## config.mk

```make
export PLATFORM = sky130hd
export DESIGN_NAME = cfg_bus_width_det
export DESIGN_NICKNAME = d
export VERILOG_FILES = /design/src/rtl/cfgw_pkg.sv /design/src/rtl/lane_swap.sv /design/src/rtl/width_detect.sv /design/src/rtl/sync_align.sv /design/src/rtl/cfg_bus_width_det.sv
export SDC_FILE = /design/constraint.sdc
export NUM_CORES = 1
export LEC_CHECK = 0
export ABC_AREA = 1
export BUFFER_PORTS_ARGS = -buffer_cell sky130_fd_sc_hd__buf_2
export CORE_MARGIN = 2
export CORE_UTILIZATION = 40
export DETAILED_ROUTE_END_ITERATION = 16
export PLACE_DENSITY_LB_ADDON = 0.15
export SLEW_MARGIN = 15
export SYNTH_ARGS = -nofsm -noshare
export SYNTH_HDL_FRONTEND = slang
export SYNTH_SLANG_ARGS = --single-unit
```

## constraint.sdc

```tcl
create_clock -name clk_i -period 1.9 [get_ports clk_i]
set_input_delay 0.095 -clock clk_i [delete_from_list [all_inputs] [get_ports clk_i]]
set_output_delay 0.095 -clock clk_i [all_outputs]
set_load 0.02 [all_outputs]
```

## src/rtl/cfgw_pkg.sv

```systemverilog
package cfgw_pkg;
  localparam int unsigned BYTE_W = 8;
  localparam int unsigned WORD_W = 32;
  localparam int unsigned LANES  = WORD_W / BYTE_W;

  localparam logic [BYTE_W-1:0] MARK_BYTE = 8'hBB;
  localparam logic [BYTE_W-1:0] CODE_X8   = 8'h11;
  localparam logic [BYTE_W-1:0] CODE_X16  = 8'h22;
  localparam logic [BYTE_W-1:0] CODE_X32  = 8'h44;
  localparam logic [WORD_W-1:0] SYNC_WORD = 32'hAA995566;

  typedef enum logic [1:0] {
    BW_NONE = 2'd0,
    BW_X8   = 2'd1,
    BW_X16  = 2'd2,
    BW_X32  = 2'd3
  } bus_w_e;

  typedef enum logic [1:0] {
    DS_SEEK   = 2'd0,
    DS_ARMED  = 2'd1,
    DS_LOCKED = 2'd2
  } det_st_e;
endpackage

```

## src/rtl/lane_swap.sv

```systemverilog
module lane_swap #(
  parameter int unsigned LANES  = 4,
  parameter int unsigned BYTE_W = 8
) (
  input  logic [LANES*BYTE_W-1:0] pin_i,
  output logic [LANES*BYTE_W-1:0] byte_o
);
  for (genvar g = 0; g < LANES; g++) begin : g_lane
    for (genvar b = 0; b < BYTE_W; b++) begin : g_bit
      assign byte_o[g*BYTE_W+b] = pin_i[g*BYTE_W+BYTE_W-1-b];
    end
  end
endmodule

```

## src/rtl/width_detect.sv

```systemverilog
module width_detect
  import cfgw_pkg::*;
(
  input  logic              clk_i,
  input  logic              rst_ni,
  input  logic              par_mode_i,
  input  logic              valid_i,
  input  logic [BYTE_W-1:0] lane0_i,
  output bus_w_e            width_o,
  output logic              locked_o
);
  det_st_e st_q;
  bus_w_e  width_q;

  always_ff @(posedge clk_i or negedge rst_ni) begin
    if (!rst_ni) begin
      st_q    <= DS_SEEK;
      width_q <= BW_NONE;
    end else begin
      unique case (st_q)
        DS_SEEK: begin
          if (!par_mode_i) begin
            width_q <= BW_X8;
            st_q    <= DS_LOCKED;
          end else if (valid_i && lane0_i == MARK_BYTE) begin
            st_q <= DS_ARMED;
          end
        end
        DS_ARMED: begin
          if (valid_i) begin
            unique case (lane0_i)
              CODE_X8:   begin width_q <= BW_X8;  st_q <= DS_LOCKED; end
              CODE_X16:  begin width_q <= BW_X16; st_q <= DS_LOCKED; end
              CODE_X32:  begin width_q <= BW_X32; st_q <= DS_LOCKED; end
              MARK_BYTE: st_q <= DS_ARMED;
              default:   st_q <= DS_SEEK;
            endcase
          end
        end
        default: st_q <= DS_LOCKED;
      endcase
    end
  end

  assign width_o  = width_q;
  assign locked_o = (st_q == DS_LOCKED);

  AST_WIDTH_HOLD: assert property (@(posedge clk_i) disable iff (!rst_ni)
    (locked_o && $past(locked_o)) |-> $stable(width_q));
  AST_LOCK_NEEDS_CODE: assert property (@(posedge clk_i) disable iff (!rst_ni)
    (par_mode_i && $past(par_mode_i) && $rose(locked_o)) |->
      ($past(st_q) == DS_ARMED && $past(valid_i)));
  AST_UNLOCKED_NO_WIDTH: assert property (@(posedge clk_i) disable iff (!rst_ni)
    !locked_o |-> width_q == BW_NONE);
endmodule

```

## src/rtl/sync_align.sv

```systemverilog
module sync_align
  import cfgw_pkg::*;
(
  input  logic              clk_i,
  input  logic              rst_ni,
  input  logic              en_i,
  input  bus_w_e            width_i,
  input  logic              valid_i,
  input  logic [WORD_W-1:0] data_i,
  output logic              sync_o,
  output logic [WORD_W-1:0] word_o,
  output logic              word_valid_o
);
  localparam int unsigned CNT_W = $clog2(LANES);

  logic [WORD_W-1:0] sh_q, sh_d, acc_q, acc_d, word_q;
  logic [CNT_W-1:0]  cnt_q, last_beat;
  logic              sync_q, wv_q;

  // shift one beat of the current width into the low end
  always_comb begin
    unique case (width_i)
      BW_X8: begin
        sh_d      = {sh_q[WORD_W-BYTE_W-1:0], data_i[BYTE_W-1:0]};
        acc_d     = {acc_q[WORD_W-BYTE_W-1:0], data_i[BYTE_W-1:0]};
        last_beat = CNT_W'(LANES - 1);
      end
      BW_X16: begin
        sh_d      = {sh_q[WORD_W-2*BYTE_W-1:0], data_i[2*BYTE_W-1:0]};
        acc_d     = {acc_q[WORD_W-2*BYTE_W-1:0], data_i[2*BYTE_W-1:0]};
        last_beat = CNT_W'(LANES / 2 - 1);
      end
      BW_X32: begin
        sh_d      = data_i;
        acc_d     = data_i;
        last_beat = '0;
      end
      default: begin
        sh_d      = sh_q;
        acc_d     = acc_q;
        last_beat = '0;
      end
    endcase
  end

  always_ff @(posedge clk_i or negedge rst_ni) begin
    if (!rst_ni) begin
      sh_q   <= '0;
      acc_q  <= '0;
      word_q <= '0;
      cnt_q  <= '0;
      sync_q <= 1'b0;
      wv_q   <= 1'b0;
    end else begin
      wv_q <= 1'b0;
      if (valid_i && en_i) begin
        if (!sync_q) begin
          sh_q <= sh_d;
          if (sh_d == SYNC_WORD) begin
            sync_q <= 1'b1;
            cnt_q  <= '0;
          end
        end else begin
          acc_q <= acc_d;
          if (cnt_q == last_beat) begin
            word_q <= acc_d;
            wv_q   <= 1'b1;
            cnt_q  <= '0;
          end else begin
            cnt_q <= cnt_q + 1'b1;
          end
        end
      end
    end
  end

  assign sync_o       = sync_q;
  assign word_o       = word_q;
  assign word_valid_o = wv_q;

  AST_NO_EARLY_WORD: assert property (@(posedge clk_i) disable iff (!rst_ni)
    word_valid_o |-> sync_o);
  AST_SYNC_STICKY: assert property (@(posedge clk_i) disable iff (!rst_ni)
    $past(sync_o) |-> sync_o);
  AST_SYNC_AFTER_WIDTH: assert property (@(posedge clk_i) disable iff (!rst_ni)
    $rose(sync_o) |-> ($past(en_i) && $past(valid_i)));
  AST_WORD_ON_BEAT: assert property (@(posedge clk_i) disable iff (!rst_ni)
    word_valid_o |-> $past(valid_i));
endmodule

```

## src/rtl/cfg_bus_width_det.sv

```systemverilog
module cfg_bus_width_det
  import cfgw_pkg::*;
(
  input  logic              clk_i,
  input  logic              rst_ni,
  input  logic              par_mode_i,
  input  logic              data_valid_i,
  input  logic [WORD_W-1:0] data_i,
  output logic [1:0]        width_o,
  output logic              sync_o,
  output logic [WORD_W-1:0] word_o,
  output logic              word_valid_o
);
  logic [WORD_W-1:0] bytes;
  bus_w_e            width;
  logic              locked;

  lane_swap #(.LANES(LANES), .BYTE_W(BYTE_W)) u_swap (
    .pin_i  (data_i),
    .byte_o (bytes)
  );

  width_detect u_det (
    .clk_i     (clk_i),
    .rst_ni    (rst_ni),
    .par_mode_i(par_mode_i),
    .valid_i   (data_valid_i),
    .lane0_i   (bytes[BYTE_W-1:0]),
    .width_o   (width),
    .locked_o  (locked)
  );

  sync_align u_align (
    .clk_i       (clk_i),
    .rst_ni      (rst_ni),
    .en_i        (locked),
    .width_i     (width),
    .valid_i     (data_valid_i),
    .data_i      (bytes),
    .sync_o      (sync_o),
    .word_o      (word_o),
    .word_valid_o(word_valid_o)
  );

  assign width_o = width;

  AST_SERIAL_X8: assert property (@(posedge clk_i) disable iff (!rst_ni)
    (!par_mode_i && locked) |-> width_o == 2'd1);
  AST_SYNC_NEEDS_WIDTH: assert property (@(posedge clk_i) disable iff (!rst_ni)
    sync_o |-> width_o != 2'd0);
endmodule

```

# After elaboration in Yosys (flattened, before gate mapping)
# Index checks and enable logic that the tools add are counted.
# totals
output_inout_bits,36
ff_bits,104
# op_classes
bitwise_logic,1
add_sub_neg,1
n_mux,20
eq_ne,15
n_reduce_logical,12
# op_table
cell,count
case mux 32 bit (3 select lines),2
equality test 32 bit (second input constant),1
2-to-1 mux 2 bit,8
case mux 2 bit (2 select lines),4
equality test 8 x 5 -> 1 bit (second input constant),1
equality test 8 x 6 -> 1 bit (second input constant),1
equality test 8 x 7 -> 1 bit (second input constant),1
equality test 8 bit (second input constant),1
AND reduction 2 bit,4
equality test 2 bit (second input constant),3
case mux 2 bit (3 select lines),1
2-to-1 mux 1 bit,5
equality test 2 x 1 -> 1 bit (second input constant),2
inequality test 2 bit (second input constant),2
inequality test 4 x 1 -> 1 bit (second input constant),1
AND reduction 4 bit,1
nonzero test 2 bit,2
inequality test 3 x 2 -> 1 bit (second input constant),1
AND reduction 3 bit,1
OR reduction 3 bit,1
adder 2 x 1 -> 2 bit (second input constant),1
equality test 2 bit,1
logical AND 1 bit,2
logical NOT 2 bit,1
inverter 1 bit,1

# Logic depth before layout (Yosys ltp)
# Gate-level depths: netlist (run 1).
# depth
word_depth,6
mapped_depth,16

# Modules after synthesis
# A second synthesis (run 1) with hierarchy kept.
# hier_totals
cells_unflattened,818
area_unflattened_um2,5866.9
# modules_own_cells
module,area_each_um2,seq_area_each_um2,cells_each,n_inst
sync_align,5303.8,2502.4,733,1
width_detect,322.8,100.1,53,1
lane_swap,240.2,0.0,32,1

# Worst setup path after synthesis (run 1)
# No wires, ideal clock.
# synth_path
kind,reg2reg
start,"register u_det.width_q[1], in the netlist u_det.width_o[1]"
end,"register u_align.word_q[17], in the netlist u_align.word_o[17]"
setup_slack_ps,-192
setup_ps,117
path_stages_with_launch,13
arrival_time_ps,1975
path_buffers,3
period_less_slack_ps,2092
required_ps,1783
path_cell_list,dfrtp_1 > buf_2 > inv_1 > ha_1 > inv_2 > buf_2 > nand2_1 > and3b_2 > nand2_4 > clkinv_4 > buf_6 > nand2_1 > nand2_1
# synth_between
elab_chain_len,4
# synth_lines
element,line_no,rtl
"start, declared",width_detect.sv:13,bus_w_e width_q;
"start signal, assigned",width_detect.sv:18,width_q <= BW_NONE;
"start signal, assigned",width_detect.sv:23,width_q <= BW_X8;
"start signal, assigned",width_detect.sv:32,CODE_X8: begin width_q <= BW_X8; st_q <= DS_LOCKED; end
equality test 2 bit or equality test 2 x 1 -> 1 bit (tied branches),sync_align.sv:22,unique case (width_i)
case mux 2 bit (2 select lines),sync_align.sv:22,
equality test 2 bit,sync_align.sv:65,if (cnt_q == last_beat) begin
AND reduction 3 bit (no source line),-,
"end signal, assigned",sync_align.sv:50,word_q <= '0;
"end signal, assigned",sync_align.sv:66,word_q <= acc_d;
"end, declared",sync_align.sv:16,"logic [WORD_W-1:0] sh_q, sh_d, acc_q, acc_d, word_q;"
# Several ways; a longest one is shown, not always the timed one.
# A chain may end at the register's enable or synchronous reset.

# Worst setup path in the final report (run 1)
# layout_path
start,"register u_det.width_q[1], in the netlist u_det.width_o[1]"
end,register u_align.cnt_q[0]
# layout_between
elab_chain_len,5
# layout_lines
element,line_no,rtl
equality test 2 bit or equality test 2 x 1 -> 1 bit (tied branches),sync_align.sv:22,
case mux 32 bit (3 select lines) or case mux 2 bit (2 select lines) (tied branches),sync_align.sv:22,
equality test 32 bit or equality test 2 bit (tied branches),"sync_align.sv:59, sync_align.sv:65",
nonzero test 2 bit (no source line) or 2-to-1 mux 2 bit (tied branches),-,
AND reduction 2 bit (no source line) or 2-to-1 mux 2 bit (tied branches),-,
"end signal, assigned",sync_align.sv:70,cnt_q <= cnt_q + 1'b1;
"end, declared",sync_align.sv:17,"logic [CNT_W-1:0] cnt_q, last_beat;"
# Several ways; a longest one is shown, not always the timed one.

==> out/results.ini, run 1 <==
[run_status]
outcome = complete, but fails checks
violations = negative setup slack

[critical_path]
worst-r2r-cell-count = 13
required_ns = 2.15
worstSetupPathType = reg -> reg
slowest_delay_ns = 0.45
crit_top_cell = nand2_1
arrival_ns = 2.19
crit_family = simple AND/OR/NAND/NOR gates
crit_fanout = 20
critPathCaptureType = flip-flop
startpoint_type = flip-flop
path_cells = inv_4 -> ha_4 -> inv_2 -> buf_12 -> or2_2 -> o21ai_2 -> nand2_1 -> nor2_1 -> nand2_1 -> nor2_2 -> nand2_2 -> nand3_1 -> nand2_1
crit_buf_inv = 3
cp_slowest_cell = dfrtp_2
cp_num_cells = 13

[synth]
synth_xor_area_frac = 0.00312
yosysWarnings = 0
synth_area_per_cell_um2 = 7.34
synth_compound_area_frac = 0.140
synth-seq-cells = 104
syn-cell-area_um2 = 5610
synth_top_family_by_area = simple AND/OR/NAND/NOR gates
muxShareOfSynthArea = 0
synth_cells = 764
synth_simple_gate_area_frac = 0.300
ys_seq_area_frac = 0.464
synth_cell_types = 36
synthAdderAreaFrac = 0.00893
synth_nets = 804

[clock_network]
cts_tree = done
cts-root-buf = clkbuf_16
path_clk_slew_ns = 0.08
numCtsBuffers = 9
clock-sinks = 104
clk_path_buf_depth = 2
cts.htree.levels = 3
clock_latency_ns = 0.36

[cells_and_area]
fin_area_um2 = 7010
final_cell_mix = nand2_1, dfrtp_1, o21ai_0
final_common_cell = nand2_1
nNetsFinal = 923
area_growth_pct = 25.0
num_antenna_cells = 0
drive_gt1_frac = 0.243

[timing]
finalSetupTns_ns = -0.0754
maxSlewHeadroom = 0.531
drv_slew = 0
hold_violations = 0
fin_ws_ns = -0.0388
finalSetupViolCount = 2
hold_ws_ns = 0.0229
fin_crit_sh = 1.02
period_needed_ns = 1.94
worstMarginPinSlew_ns = 0.703
rsz0062_at_grt = yes
skew_ns = 0.0109
fmax_ghz = 0.516

[floorplanning]
die_area_um2 = 15000
io_pins = 72
placementRows = 43
start_util = 0.407
die_w_um = 122
core-area_um2 = 13800
fp.dieH_um = 122

[detailed_routing]
first_iter_violations = 423
routed_via_density = 5.03
wire_per_inst_um = 15.1
drtAntennaViolNets = 0
wl_mm = 16.2
dr.pass1.iters = 5
vias = 5374
drcViolationCount = 0

[worst_hold_path]
min_path_cells = 4
hold_class = in -> reg

[placed_design]
dp_hpwl_mm = 12.2
post_dp_cell_area_um2 = 6600
gp_congestion = 0.870
io_buffers = 71

[power]
power.density_nw_per_um2 = 1080
ir_drop_mv = 0.428
p_leak_uw = 0.00360

[global_route]
grt_max_degree = 64
grt_first_pass_wirelength_mm = 26.1
grt_pass1_vias = 5173
grtUsageTotal = 0.226
grt_antenna_before_repair = 0
globalRouteOverflowTotal = 0

[run]
cap_viol_max_count = 0

[report_power, final]
| group | switching (µW) | total [µW] | internal [µW] | leakage, µW |
|---|---|---|---|---|
| clock | 853 | 2040 | 1180 | 0.000158 |
| combinational | 1640 | 2640 | 1000 | 0.00207 |
| sequential | 237 | 2880 | 2650 | 0.00136 |
| total | 2730 | 7560 | 4830 | 0.00360 |
[cell families (layout without fill, tap and decap cells)]
kind of cell	Yosys count	in the layout
AO/OA/AOI/OAI	140	140
flip-flops	104	104
adder cells (fa/ha/maj)	4	4
buffers and inverters	96	220
XOR/XNOR	2	2
AND/OR/NAND/NOR	418	418
[worst reg2reg max path, cell delays in order, from the launching register on]
cell	delay [ns]
dfrtp_2	0.45
inv_4	0.10
ha_4	0.14
inv_2	0.06
buf_12	0.15
or2_2	0.28
o21ai_2	0.07
nand2_1	0.07
nor2_1	0.11
nand2_1	0.07
nor2_2	0.11
nand2_2	0.09
nand3_1	0.08
nand2_1	0.05
[through the flow]
step	std cells	util	power, µW	setup slack [ns]
global placement	1048	0.479	5450	-0.0643
finish	1068	0.509	7560	-0.0388
global route	1068	0.509	8030	-0.173
detailed placement	1048	0.479	5510	-0.103
floorplan	764	-	4560	0.0141
CTS	1066	0.506	7570	-0.0383
[sequential cells by signal, indices dropped and copies added, names as in the netlist]
name / count
u_align.acc_q: 32
u_align.cnt_q: 2
u_align.sh_q: 32
u_align.word_o: 32
u_det.st_q: 2
u_align.word_valid_o: 1
u_align.sync_o: 1
u_det.width_o: 2
[worst paths after layout]
path | slack [ns] | endpoint | startpoint
max | -0.04 | u_align.cnt_q[0] | u_det.width_o[1]
min | 0.02 | u_det.st_q[0] | data_valid_i
max reg2reg | -0.04 | u_align.cnt_q[0] | u_det.width_o[1]
min reg2reg | 0.48 | u_align.word_o[18] | u_align.word_o[18]
max in group asynchronous | 0.95 | u_align.acc_q[25] | rst_ni
min in group asynchronous | 0.27 | u_align.word_o[6] | rst_ni
[layout make-up]
type                    count  area [µm²]
multi-input cells         564        2610
flip-flops and latches    104        2610
clock inverters             6        82.6
well taps                 180         225
clock buffers              10         239
fillers                  1372        6760
repair buffers            149        1030
inverters                  55         216
[per-layer routing]
metal / up-vias / wire length [µm] / global-route usage
met5: - / 0 / 0
met4: 0 / 340 / 0.0833
met3: 21 / 669 / 0.0270
met2: 118 / 7710 / 0.377
met1: 2567 / 7450 / 0.304
li1: 2668 / - / -
[synth_stat cells (all sizes together)]
cell type,n,share of area
a21oi,17,0.016
a2bb2oi,7,0.011
a31oi,5,0.0056
a32oi,8,0.012
and3b,1,0.0018
buf,29,0.038
clkbuf,12,0.0083
clkinv,3,0.0029
dfrtp,104,0.46
ha,4,0.0089
inv,52,0.035
nand2,331,0.22
nand3,14,0.012
nand4,8,0.0089
nor2,54,0.042
nor3,1,0.00089
o21ai,97,0.088
o21bai,1,0.0013
o22ai,5,0.0056
or2,9,0.010
xnor2,1,0.0016
xor2,1,0.0016
[repair_timing]
| item | 4_1_cts | 5_1_grt |
|---|---|---|
| hold endpoints to repair | 35 | 0 |
| pin swaps | 2 | 3 |
| setup buffers | 1 | 2 |
| resized for setup | 10 | 10 |
| setup endpoints to repair | 3 | 29 |
| hold buffers | 1 | 0 |
| cloned | 0 | 0 |
(Power assumes the default switching activity.)
==> run 2, diff against run 1 <==
--- a/config.mk
+++ b/config.mk
@@ -7,9 +7,11 @@
 export LEC_CHECK = 0
 export ABC_AREA = 1
 export BUFFER_PORTS_ARGS = -buffer_cell sky130_fd_sc_hd__buf_2
+export CORE_ASPECT_RATIO = 0.6
 export CORE_MARGIN = 2
 export CORE_UTILIZATION = 40
 export DETAILED_ROUTE_END_ITERATION = 16
+export HOLD_SLACK_MARGIN = 0.05
 export PLACE_DENSITY_LB_ADDON = 0.15
 export SLEW_MARGIN = 15
 export SYNTH_ARGS = -nofsm -noshare
==> out/results.ini, run 2 (synthesis results as in run 1) <==
[clock_network]
path_clk_slew_ns = 0.07  ; was 0.08 ns
cts.htree.levels = 3  ; unchanged
clock-sinks = 104  ; unchanged
cts_tree = done  ; unchanged
clock_latency_ns = 0.36  ; about the same
clk_path_buf_depth = 2  ; unchanged
cts-root-buf = clkbuf_16  ; unchanged
numCtsBuffers = 9  ; unchanged

[critical_path]
required_ns = 2.15  ; about the same
worst-r2r-cell-count = 13  ; unchanged
ff2ff_setup_slack_ns = -0.11  ; was -0.04 ns
critPathCaptureType = flip-flop  ; unchanged
path_cells = buf_4 -> ha_4 -> buf_12 -> nor2_4 -> nor2_2 -> a21oi_2 -> nand2_1 -> nor2_1 -> nand2_1 -> nor2_2 -> nand2_2 -> nand3_2 -> nand2_1  ; was inv_4 -> ha_4 -> inv_2 -> buf_12 -> or2_2 -> o21ai_2 -> nand2_1 -> nor2_1 -> nand2_1 -> nor2_2 -> nand2_2 -> nand3_1 -> nand2_1
startpoint_type = flip-flop  ; unchanged
cp_slowest_cell = dfrtp_2  ; unchanged
worstSetupPathType = reg -> reg  ; unchanged
r2r-start = u_det.width_o[0]  ; was u_det.width_o[1]
crit_top_cell = nand2_1  ; unchanged
rr_endpoint = u_align.cnt_q[0]  ; unchanged
slowest_delay_ns = 0.42  ; was 0.45 ns
crit_family = simple AND/OR/NAND/NOR gates  ; unchanged
arrival_ns = 2.26  ; was 2.19 ns
crit_fanout = 6  ; was 20
crit_buf_inv = 2  ; was 3

[timing]
worstMarginPinSlew_ns = 0.709  ; was 0.703 ns
fmax_ghz = 0.498  ; was 0.516 GHz
period_needed_ns = 2.01  ; was 1.94 ns
hold_violations = 0  ; unchanged
rsz0062_at_grt = yes  ; unchanged
fin_crit_sh = 1.06  ; was 1.02
finalSetupViolCount = 3  ; was 2
hold_ws_ns = 0.0598  ; was 0.0229 ns
maxSlewHeadroom = 0.527  ; was 0.531
fin_ws_ns = -0.107  ; was -0.0388 ns
skew_ns = 0.0107  ; was 0.0109 ns
drv_slew = 0  ; unchanged

[detailed_routing]
dr.pass1.iters = 5  ; unchanged
drtAntennaViolNets = 0  ; unchanged
wl_mm = 18.1  ; was 16.2 mm
routed_via_density = 5.09  ; was 5.03
vias = 5589  ; was 5,374
drcViolationCount = 0  ; unchanged
first_iter_violations = 554  ; was 423
wire_per_inst_um = 16.5  ; was 15.1 µm

[floorplanning]
die_area_um2 = 15000  ; about the same
fp.dieH_um = 95.7  ; was 122 µm
die_w_um = 157  ; was 122 µm
io_pins = 72  ; unchanged
core-area_um2 = 13700  ; was 13,800 µm²
placementRows = 33  ; was 43
start_util = 0.410  ; was 0.407

[worst_hold_path]
min_path_cells = 4  ; unchanged
hold_path_startpoint = data_valid_i  ; unchanged
hold_class = in -> reg  ; unchanged
min_to = u_det.st_q[0]  ; unchanged

[global_route]
grtUsageTotal = 0.249  ; was 0.226
grt_max_degree = 48  ; was 64
grt_antenna_before_repair = 0  ; unchanged
globalRouteOverflowTotal = 0  ; unchanged
grt_pass1_vias = 5229  ; was 5,173
grt_first_pass_wirelength_mm = 28.1  ; was 26.1 mm

[power]
switching_power_uw = 2970  ; was 2730 µW
power_frac_seq = 0.371  ; was 0.381
power.density_nw_per_um2 = 1050  ; was 1080 nW/µm²
ir_drop_mv = 0.468  ; was 0.428 mV
comb_power_share = 0.390  ; was 0.349
p_int_uw = 4810  ; was 4830 µW
p_leak_uw = 0.00375  ; was 0.00360 µW
p_total_uw = 7780  ; was 7560 µW
p_clk_frac = 0.239  ; was 0.269
netSwitchingFraction = 0.382  ; was 0.361

[run]
cap_viol_max_count = 0  ; unchanged

[placed_design]
dp.cells = 1058  ; was 1,048
pre_cts_ws_ns = -0.211  ; was -0.103 ns
dp_hpwl_mm = 13.1  ; was 12.2 mm
io_buffers = 71  ; unchanged
gp_congestion = 0.925  ; was 0.870

[run_status]
violations = negative setup slack  ; unchanged
outcome = complete, but fails checks  ; unchanged

[cells_and_area]
area_growth_pct = 32.6  ; was 25.0%
final_cell_mix = nand2_1, dfrtp_1, o21ai_0, buf_4, buf_2  ; was nand2_1, dfrtp_1, o21ai_0
final_common_cell = nand2_1  ; unchanged
drive_gt1_frac = 0.299  ; was 0.243
num_antenna_cells = 0  ; unchanged
instances_no_fill = 1099  ; was 1,068
nNetsFinal = 942  ; was 923
final_util = 0.544  ; was 0.509

==> run 2: changes by cell type in the layout (fill, tap and decap cells not counted), moves of 7 or more <==
cell / before / now
buf_6: 2 / 13
nand2_1: 323 / 311
o21ai_2: 5 / 12
nand2_2: 7 / 17
o21ai_0: 82 / 74
==> run 2: area by class of cell <==
| type | instances | area (µm²) |
|---|---|---|
| clock inverter | 6 | 51.3 |
| fill | 1287 | 6230 |
| inverter | 55 | 224 |
| sequential | 104 | 2610 |
| multi-input combinational | 564 | 2800 |
| timing repair buffer | 168 | 1270 |
| tap | 192 | 240 |
| clock buffer | 10 | 239 |
==> run 2: worst max path at each step <==
stage,startpoint,cells past startpoint,slack (ns),endpoint
6_report,u_det.width_o[0],13,-0.11,u_align.cnt_q[0]
5_1_grt,u_det.width_o[1],15,-0.23,u_align.cnt_q[0]
4_1_cts,u_det.width_o[1],15,-0.04,u_align.cnt_q[0]
3_5_place_dp,u_det.width_o[0],12,-0.21,u_align.cnt_q[1]
3_3_place_gp,u_det.width_o[0],12,-0.15,u_align.cnt_q[1]
2_1_floorplan,u_det.width_o[0],14,0.01,u_align.cnt_q[0]
==> run 2: metal layers <==
| layer | GRT usage | part of all wire | wire length, µm |
|---|---|---|---|
| met5 | 0 | 0 | 0 |
| met4 | 0.0657 | 0.015 | 274 |
| met3 | 0.0576 | 0.071 | 1290 |
| met2 | 0.355 | 0.41 | 7460 |
| met1 | 0.378 | 0.50 | 9120 |
==> run 2: what timing repair did <==
action                                 in CTS  in global routing
hold buffers                                1                  0
gates cloned                                2                  2
buffers inserted                           16                  5
endpoints found under the hold margin      33                  0
gates resized for setup                    36                 59
setup endpoints to repair                   8                 34
pin swaps                                  16                 17
==> run 2: through the flow <==
stage | cell area [µm²] | TNS (ns)
6_report | 7430 | -0.221
5_1_grt | 7430 | -0.608
4_1_cts | 7160 | -0.0827
3_5_place_dp | 6570 | -0.579
3_3_place_gp | 6570 | -0.347
2_1_floorplan | 5640 | 0
==> run 2: power by group through the flow <==
stage	registers, µW	logic (µW)	clock network, µW
6_report	2890	3030	1860
5_1_grt	2940	3350	1980
4_1_cts	2880	2830	1900
3_5_place_dp	2920	2620	0
3_3_place_gp	2900	2590	0
2_1_floorplan	3210	1350	0
==> run 2: worst reg2reg max path, delay by kind of cell (launching register included) <==
kind,cells,cell delay (ns)
fa+ha+maj,1,0.20
simple gates,9,0.86
flops,1,0.42
compound gates,1,0.14
buf+inv,2,0.29
==> run 3, diff against run 2 <==
--- a/config.mk
+++ b/config.mk
@@ -12,6 +12,7 @@
 export CORE_UTILIZATION = 40
 export DETAILED_ROUTE_END_ITERATION = 16
 export HOLD_SLACK_MARGIN = 0.05
+export MAX_ROUTING_LAYER = met4
 export PLACE_DENSITY_LB_ADDON = 0.15
 export SLEW_MARGIN = 15
 export SYNTH_ARGS = -nofsm -noshare
==> out/results.ini, run 3 (synthesis results as in run 1) <==
[floorplanning]
placementRows = 33  ; unchanged
start_util = 0.410  ; unchanged
die_area_um2 = 15000  ; unchanged
core-area_um2 = 13700  ; unchanged
io_pins = 72  ; unchanged
fp.dieH_um = 95.7  ; unchanged
die_w_um = 157  ; unchanged

[cells_and_area]
drive_gt1_frac = 0.304  ; was 0.299
instances_no_fill = 1105  ; was 1,099
seqCellArea_um2 = 2610  ; unchanged
final_util = 0.549  ; was 0.544
final_common_cell = nand2_1  ; unchanged
area_growth_pct = 33.8  ; was 32.6%
multiInputGateArea_um2 = 2800  ; about the same
nNetsFinal = 947  ; was 942
final_cell_mix = nand2_1, dfrtp_1, buf_4  ; was nand2_1, dfrtp_1, o21ai_0, buf_4, buf_2
nFillCells = 1287  ; unchanged
fin_area_um2 = 7500  ; was 7430 µm²

[power]
switching_power_uw = 3010  ; was 2970 µW
netSwitchingFraction = 0.385  ; was 0.382
comb_power_share = 0.396  ; was 0.390
p_leak_uw = 0.00380  ; was 0.00375 µW
power.density_nw_per_um2 = 1040  ; was 1050 nW/µm²
power_frac_seq = 0.370  ; was 0.371
p_int_uw = 4800  ; was 4810 µW
p_clk_frac = 0.234  ; was 0.239
ir_drop_mv = 0.452  ; was 0.468 mV

[timing]
fin_crit_sh = 1.08  ; was 1.06
worstMarginPinSlew_ns = 0.725  ; was 0.709 ns
period_needed_ns = 2.05  ; was 2.01 ns
skew_ns = 0.00874  ; was 0.0107 ns
finalSetupViolCount = 5  ; was 3
fmax_ghz = 0.488  ; was 0.498 GHz
maxSlewHeadroom = 0.516  ; was 0.527
rsz0062_at_grt = yes  ; unchanged
fin_ws_ns = -0.150  ; was -0.107 ns
hold_violations = 0  ; unchanged
hold_ws_ns = 0.0626  ; was 0.0598 ns
drv_slew = 0  ; unchanged

[critical_path]
ff2ff_setup_slack_ns = -0.15  ; was -0.11 ns
arrival_ns = 2.29  ; was 2.26 ns
rr_endpoint = u_align.cnt_q[1]  ; was u_align.cnt_q[0]
critPathCaptureType = flip-flop  ; unchanged
worstSetupPathType = reg -> reg  ; unchanged
startpoint_type = flip-flop  ; unchanged
worst-r2r-cell-count = 15  ; was 13
r2r-start = u_det.width_o[1]  ; was u_det.width_o[0]
crit_fanout = 6  ; unchanged
required_ns = 2.14  ; was 2.15 ns

[detailed_routing]
wire_per_inst_um = 16.7  ; was 16.5 µm
wl_mm = 18.5  ; was 18.1 mm
drtAntennaViolNets = 0  ; unchanged
vias = 5664  ; was 5,589
dr.pass1.iters = 5  ; unchanged
drcViolationCount = 0  ; unchanged
routed_via_density = 5.13  ; was 5.09
first_iter_violations = 471  ; was 554

[run_status]
violations = negative setup slack  ; unchanged
outcome = complete, but fails checks  ; unchanged

[clock_network]
clk_path_buf_depth = 2  ; unchanged
cts-root-buf = clkbuf_16  ; unchanged
numCtsBuffers = 9  ; unchanged
clock-sinks = 104  ; unchanged
cts.htree.levels = 3  ; unchanged
path_clk_slew_ns = 0.07  ; about the same
clock_latency_ns = 0.35  ; was 0.36 ns
cts_tree = done  ; unchanged

[worst_hold_path]
min_path_cells = 4  ; unchanged
min_to = u_det.st_q[0]  ; unchanged
hold_class = in -> reg  ; unchanged
hold_path_startpoint = data_valid_i  ; unchanged

[global_route]
grt_pass1_vias = 5345  ; was 5,229
grt_antenna_before_repair = 1  ; was 0
grt_first_pass_wirelength_mm = 28.7  ; was 28.1 mm
grtUsageTotal = 0.261  ; was 0.249
globalRouteOverflowTotal = 0  ; unchanged
grt_max_degree = 48  ; unchanged

[placed_design]
io_buffers = 71  ; unchanged
dp_hpwl_mm = 13.3  ; was 13.1 mm
dp.cells = 1060  ; was 1,058
post_dp_cell_area_um2 = 6610  ; was 6570 µm²
gp_congestion = 0.940  ; was 0.925

[run]
cap_viol_max_count = 0  ; unchanged

[run 3: cell types whose count changed in the layout (fill, tap and decap cells not counted), moves of 2 or more]
| cell | delta |
|---|---|
| buf_8 | +2 |
| clkinv_8 | +2 |
| nor2_1 | -3 |
| nor2_2 | +4 |
| o21ai_0 | -4 |
| o21ai_1 | +5 |
[run 3: worst max path at each step]
stage          cells past startpoint  slack (ns)          endpoint              from
3_3_place_gp                      13       -0.20  u_align.cnt_q[0]  u_det.width_o[0]
6_report                          15       -0.15  u_align.cnt_q[1]  u_det.width_o[1]
4_1_cts                           15       -0.08  u_align.cnt_q[1]  u_det.width_o[0]
2_1_floorplan                     14        0.01  u_align.cnt_q[0]  u_det.width_o[0]
3_5_place_dp                      14       -0.23  u_align.cnt_q[1]  u_det.width_o[0]
5_1_grt                           15       -0.24  u_align.cnt_q[1]  u_det.width_o[1]
[run 3: area by class of cell]
cell class,instances,share of cell area
antenna,1,0.000334
clock buffer,9,0.0300
clock inverter,7,0.00801
inverter,55,0.0315
multi-input combinational,564,0.373
sequential,104,0.347
tap,192,0.0320
timing repair buffer,172,0.177
timing repair inverter,1,0.00117
[run 3: metrics by stage]
step / total power, µW / TNS, ns / setup slack [ns]
floorplan: 4560 / 0 / 0.0141
global route: 8280 / -2.59 / -0.241
global placement: 5510 / -0.577 / -0.199
finish: 7800 / -0.503 / -0.150
detailed placement: 5560 / -0.698 / -0.230
CTS: 7640 / -0.142 / -0.0750
[run 3: layer usage]
layer	track usage	wire (µm)
met1	0.394	9290
met2	0.361	7750
met3	0.0455	1260
met5	-	0
met4	0.0596	176
[run 3: repair_timing]
action | CTS | global route
pin swaps | 26 | 28
gates cloned | 2 | 2
buffers inserted | 17 | 6
setup endpoints to repair | 8 | 52
hold endpoints to repair | 36 | 0
hold buffers | 2 | 0
resized for setup | 56 | 52
[run 3: power by group through the flow]
stage | clock (µW) | combinational [µW] | sequential [µW]
after floorplan | 0 | 1350 | 3210
after global placement | 0 | 2610 | 2900
after detailed placement | 0 | 2640 | 2910
after CTS | 1870 | 2890 | 2880
after global routing | 1950 | 3400 | 2940
final | 1830 | 3090 | 2880
[run 3: worst max-delay path, stage by stage, from the launching register on]
cell and delay [ns]:
dfrtp_2 0.47, inv_4 0.10, ha_4 0.22, buf_6 0.14, buf_6 0.12, nand2_4 0.05
nand2_2 0.09, nor2_2 0.05, nor2_2 0.11, nand2_1 0.09, nor2_1 0.10, nand2_1 0.07
nor2_2 0.12, nand2_2 0.09, nand3_2 0.07, nand2_1 0.05
